## config.mk

```make
export PLATFORM = sky130hd
export DESIGN_NAME = cache_ctl_reg
export DESIGN_NICKNAME = d
export VERILOG_FILES = /design/src/rtl/cache_ctl_pkg.sv /design/src/rtl/cache_state_slot.sv /design/src/rtl/cache_flush_slot.sv /design/src/rtl/cache_ctl_reg.sv
export SDC_FILE = /design/constraint.sdc
export NUM_CORES = 1
export LEC_CHECK = 0
export BUFFER_PORTS_ARGS = -buffer_cell sky130_fd_sc_hd__buf_2
export CORE_MARGIN = 2
export CORE_UTILIZATION = 36
export CTS_BUF_LIST = sky130_fd_sc_hd__clkbuf_8
export DETAILED_ROUTE_END_ITERATION = 8
export HOLD_SLACK_MARGIN = 0.03
export PLACE_DENSITY = 0.87
export SLEW_MARGIN = 20
export SYNTH_ARGS = -nofsm -noshare
export SYNTH_HDL_FRONTEND = slang
export SYNTH_SLANG_ARGS = --single-unit
```

## constraint.sdc

```tcl
create_clock -name clk_i -period 1 [get_ports clk_i]
set_input_delay 0.15 -clock clk_i [delete_from_list [all_inputs] [get_ports clk_i]]
set_output_delay 0.15 -clock clk_i [all_outputs]
set_load 0.005 [all_outputs]
```

## src/rtl/cache_ctl_pkg.sv

```systemverilog
package cache_ctl_pkg;
  localparam int unsigned IC_ST_LSB   = 0;
  localparam int unsigned DC_ST_LSB   = 2;
  localparam int unsigned IC_FRZ_BIT  = 4;
  localparam int unsigned DC_FRZ_BIT  = 5;
  localparam int unsigned DC_PEND_BIT = 14;
  localparam int unsigned IC_PEND_BIT = 15;
  localparam int unsigned BURST_BIT   = 16;
  localparam int unsigned IC_FL_BIT   = 21;
  localparam int unsigned DC_FL_BIT   = 22;
  localparam int unsigned SNOOP_BIT   = 23;
  localparam int unsigned NUM_CACHES  = 2;
  localparam int unsigned ST_W        = 2;

  localparam logic [ST_W-1:0] ST_OFF = 2'b00;
  localparam logic [ST_W-1:0] ST_FRZ = 2'b01;
  localparam logic [ST_W-1:0] ST_ON  = 2'b11;

  function automatic logic [ST_W-1:0] freeze_apply(
    input logic [ST_W-1:0] st, input logic arm, input logic ack);
    return (ack && arm && st == ST_ON) ? ST_FRZ : st;
  endfunction
endpackage

```

## src/rtl/cache_state_slot.sv

```systemverilog
module cache_state_slot
  import cache_ctl_pkg::*;
(
  input  logic            clk_i,
  input  logic            rst_ni,
  input  logic            wr_en_i,
  input  logic [ST_W-1:0] wr_state_i,
  input  logic            wr_frz_i,
  input  logic            irq_ack_i,
  output logic [ST_W-1:0] state_o,
  output logic            frz_o
);
  logic [ST_W-1:0] state_q, state_w;
  logic            frz_q, frz_w;

  // write value wins, then freeze rule sees it
  always_comb begin
    state_w = wr_en_i ? wr_state_i : state_q;
    frz_w   = wr_en_i ? wr_frz_i   : frz_q;
  end

  always_ff @(posedge clk_i or negedge rst_ni) begin
    if (!rst_ni) begin
      state_q <= ST_OFF;
      frz_q   <= 1'b0;
    end else begin
      state_q <= freeze_apply(state_w, frz_w, irq_ack_i);
      frz_q   <= frz_w;
    end
  end

  assign state_o = state_q;
  assign frz_o   = frz_q;
endmodule

```

## src/rtl/cache_flush_slot.sv

```systemverilog
module cache_flush_slot (
  input  logic clk_i,
  input  logic rst_ni,
  input  logic cmd_i,
  input  logic done_i,
  output logic req_o,
  output logic pend_o
);
  logic req_q, pend_q;

  always_ff @(posedge clk_i or negedge rst_ni) begin
    if (!rst_ni) begin
      req_q  <= 1'b0;
      pend_q <= 1'b0;
    end else begin
      req_q <= cmd_i;
      if (cmd_i)       pend_q <= 1'b1;
      else if (done_i) pend_q <= 1'b0;
    end
  end

  assign req_o  = req_q;
  assign pend_o = pend_q;
endmodule

```

## src/rtl/cache_ctl_reg.sv

```systemverilog
module cache_ctl_reg
  import cache_ctl_pkg::*;
#(
  parameter int unsigned DATA_W = 32
) (
  input  logic              clk_i,
  input  logic              rst_ni,
  input  logic              wr_en_i,
  input  logic [DATA_W-1:0] wr_data_i,
  output logic [DATA_W-1:0] rd_data_o,
  input  logic              irq_ack_i,
  input  logic              ic_flush_done_i,
  input  logic              dc_flush_done_i,
  output logic [ST_W-1:0]   ic_state_o,
  output logic [ST_W-1:0]   dc_state_o,
  output logic              ic_flush_req_o,
  output logic              dc_flush_req_o
);
  localparam int unsigned MIN_W = SNOOP_BIT + 1;

  logic [ST_W-1:0]       st   [NUM_CACHES];
  logic [NUM_CACHES-1:0] frz, req, pend, done;
  logic                  burst_q, snoop_q;

  assign done = {dc_flush_done_i, ic_flush_done_i};

  // index 0: instruction cache, index 1: data cache
  for (genvar g = 0; g < NUM_CACHES; g++) begin : g_cache
    localparam int unsigned SL = (g == 0) ? IC_ST_LSB  : DC_ST_LSB;
    localparam int unsigned FB = (g == 0) ? IC_FRZ_BIT : DC_FRZ_BIT;
    localparam int unsigned CB = (g == 0) ? IC_FL_BIT  : DC_FL_BIT;

    cache_state_slot i_state (
      .clk_i      (clk_i),
      .rst_ni     (rst_ni),
      .wr_en_i    (wr_en_i),
      .wr_state_i (wr_data_i[SL +: ST_W]),
      .wr_frz_i   (wr_data_i[FB]),
      .irq_ack_i  (irq_ack_i),
      .state_o    (st[g]),
      .frz_o      (frz[g])
    );

    cache_flush_slot i_flush (
      .clk_i  (clk_i),
      .rst_ni (rst_ni),
      .cmd_i  (wr_en_i & wr_data_i[CB]),
      .done_i (done[g]),
      .req_o  (req[g]),
      .pend_o (pend[g])
    );
  end

  always_ff @(posedge clk_i or negedge rst_ni) begin
    if (!rst_ni) begin
      burst_q <= 1'b0;
      snoop_q <= 1'b0;
    end else if (wr_en_i) begin
      burst_q <= wr_data_i[BURST_BIT];
      snoop_q <= wr_data_i[SNOOP_BIT];
    end
  end

  always_comb begin
    rd_data_o                      = '0;
    rd_data_o[IC_ST_LSB +: ST_W]   = st[0];
    rd_data_o[DC_ST_LSB +: ST_W]   = st[1];
    rd_data_o[IC_FRZ_BIT]          = frz[0];
    rd_data_o[DC_FRZ_BIT]          = frz[1];
    rd_data_o[IC_PEND_BIT]         = pend[0];
    rd_data_o[DC_PEND_BIT]         = pend[1];
    rd_data_o[BURST_BIT]           = burst_q;
    rd_data_o[SNOOP_BIT]           = snoop_q;
  end

  assign ic_state_o     = st[0];
  assign dc_state_o     = st[1];
  assign ic_flush_req_o = req[0];
  assign dc_flush_req_o = req[1];

  logic unused_wr;
  assign unused_wr = ^{wr_data_i[DATA_W-1:SNOOP_BIT+1], wr_data_i[20:17],
                       wr_data_i[15:6]};

  if (DATA_W < MIN_W) begin : g_bad_width
    initial $error("cache_ctl_reg: DATA_W too small");
  end
endmodule

```

==> out/qor.yml <==
drt-vias-per-instance: 3.795
dr.pass1.iters: 2
clock_sinks: 12
synthesis.instances: 66
avgRoutedWirePerCell_um: 10.02
crit_cells: 1
crit_buf_inv: 1
drt_wl_total_mm: 1.172
period_minus_slack_ns: 0.9425
clockBufferDepth: 2
port_buffers: 31
ctsRootBufferMaster: "clkbuf_8"
yosys.area.top_type: "dfrtp_1"
dp_hpwl_um: 962.5
worst_setup_path_start_kind: "register"
cts_tree: "done"
crit_type: "register to output port"
numCtsBuffers: 3
drc: 0
drive_above_1_share: 0.5000
crit_required_ns: 0.85
worst_slack_ns: 0.05749
endpoint_kind: "output port"
power.leakage_nw: 0.4832
fin_hold_ws_ns: 0.1525
dieHeight_um: 49.36
h-tree-depth: 1
sw_frac_of_total: 0.2220
areaGrowthSynthToFinish_pct: 10.98
pwr-share-clk: 0.394
clkTransAtPathRegs_ns: 0.05
grt_pass1_vias: 435
synth-seq-area-share: 0.4054
gp_congestion: 0.5914
yosys_warnings: 0
dieWidth_um: 49.36
synth_area_per_cell_um2: 11.22
preCtsSetupSlack_ns: 0.09567
finalClockSkew_ns: 0.0002976
rsz0062_at_grt: "no"
io-pin-count: 76
antenna_found_initial: 0
cp_slowest_cell: "dfrtp_1"
path_delay_family: "flip-flops"
fp.dieArea_mm2: 0.002436
hp-class: "input pin to register"
grt_max_degree: 13
maxSlewViolCount: 0
initial_utilization: 0.3814
grt.total_usage: 0.1076
rows: 16
coreArea_mm2: 0.001942
fin_setup_tns_ns: 0
power.share.sequential: 0.436
drt-initial-drc-count: 7
finalNetCount: 129
cellInternalPower_mw: 0.9978
mappedNetlistArea_um2: 740.7
ant_nets: 0
holdPathStages: 2
max_stage_delay_ns: 0.41
vdd_drop_max_v: 0.0005869
hold_viol_final: 0
fmax_mhz: 1061
synth_area_leaders: "dfrtp_1, buf_4, mux2_4"
grt_pass1_wl_mm: 1.932
synthDistinctLibCells: 11
drv_cap: 0
yosys.area.top_type_share: 0.4054
arrival_ns: 0.79
ys_seq_elements: 12
clock_latency_ns: 0.23
switching_power_mw: 0.2847
status: "finished clean"
path_max_fanout: 4
diodes: 0
grt_overflow: 0
vias: 444
setup_viol: 0
post-route-period-util: 0.9425
powerDensity_mw_per_mm2: 1560
post_cts_buffers: 0
n_fill_cell: 204
crit_path_cell_trace: "buf_2"
reg2reg_depth: 2
share_comb_of_total_power: 0.170
cells in the final DEF (no fill, tap or decap):
cell,netlist,layout
dlygate4sd3_1,0,1
mux2_4,6,6
inv_1,2,2
buf_2,0,31
nand3_1,4,4
dfrtp_1,12,12
nor2b_1,2,2
a32o_2,2,2
and2_4,2,2
conb_1,1,22
a21o_1,2,2
clkbuf_8,0,4
final timing paths:
check | slack (ns) | end | from
worst min register to register | 0.48 | g_cache[0].i_flush.pend_o$_DFFE_PN0P_ | g_cache[0].i_flush.pend_o$_DFFE_PN0P_
worst max register to register | 0.14 | g_cache[0].i_state.state_o[1]$_DFF_PN0_ | g_cache[0].i_state.state_o[1]$_DFF_PN0_
worst min-delay path | 0.15 | g_cache[0].i_flush.req_o$_DFF_PN0_ | wr_data_i[21]
worst max-delay path | 0.06 | dc_state_o[0] | g_cache[1].i_state.state_o[0]$_DFF_PN0_
min in group asynchronous | 0.31 | g_cache[1].i_state.state_o[0]$_DFF_PN0_ | rst_ni
max in group asynchronous | 0.48 | g_cache[0].i_state.state_o[0]$_DFF_PN0_ | rst_ni
synthesized netlist by cell type, drive strengths merged:
cell type and n:
mux2 6, a32o 2, buf 33, nor2b 2
dfrtp 12, a21o 2, inv 2, nand3 4
conb 1, and2 2
metrics by stage:
stage	power [mW]	cells	utilization	instance area [µm²]
final	1.282	117	0.4233	822.0
after global routing	1.371	117	0.4233	822.0
after CTS	1.295	117	0.4233	822.0
after detailed placement	0.7836	112	0.3898	757.0
after global placement	0.7718	112	0.3898	757.0
after floorplan	0.7878	87	-	819.5
power by group through the flow:
| stage | Combinational (mW) | Sequential [mW] | Clock (mW) |
|---|---|---|---|
| final | 0.217 | 0.560 | 0.505 |
| after global routing | 0.243 | 0.568 | 0.560 |
| after CTS | 0.220 | 0.560 | 0.515 |
| after detailed placement | 0.216 | 0.567 | 0 |
| after global placement | 0.208 | 0.563 | 0 |
| after floorplan | 0.223 | 0.565 | 0 |
what timing repair did:
action                     CTS  global route
hold endpoints to repair    12             0
setup endpoints to repair    0             0
resized for setup            0             0
hold buffers                 1             0
layer usage:
metal  GRT usage  up-vias  routed length, µm  part of all wire
li1            -      206                  -                 -
met1      0.1209      210                426              0.36
met2      0.1892       28                631              0.54
met3     0.03067        0                114             0.097
met4     0.04286        0                  0                 0
met5           0        -                  0                 0
flip-flops by register name, indices dropped and copies added (netlist names):
register / flops
g_cache.i_flush.req_o: 2
g_cache.i_state.frz_o: 2
g_cache.i_state.state_o: 4
burst_q: 1
g_cache.i_flush.pend_o: 2
snoop_q: 1
kinds of logic after synthesis:
logic type / after synthesis / synth area share
AOI/OAI and AO/OA: 4 / 0.05067
muxes: 6 / 0.1216
and+or+nand+nor: 8 / 0.06757
buffers and inverters: 35 / 0.3497
other: 1 / 0.005063
DFF: 12 / 0.4054
final cells by class:
cell class,count,area [µm²],area share
flip-flops and latches,12,300.3,0.3653
multi-input cells,40,260.3,0.3166
repair buffers,32,165.2,0.2009
clock buffers,4,55.05,0.06697
well taps,27,33.78,0.04110
inverters,2,7.507,0.009132
(Power assumes the default switching activity.)
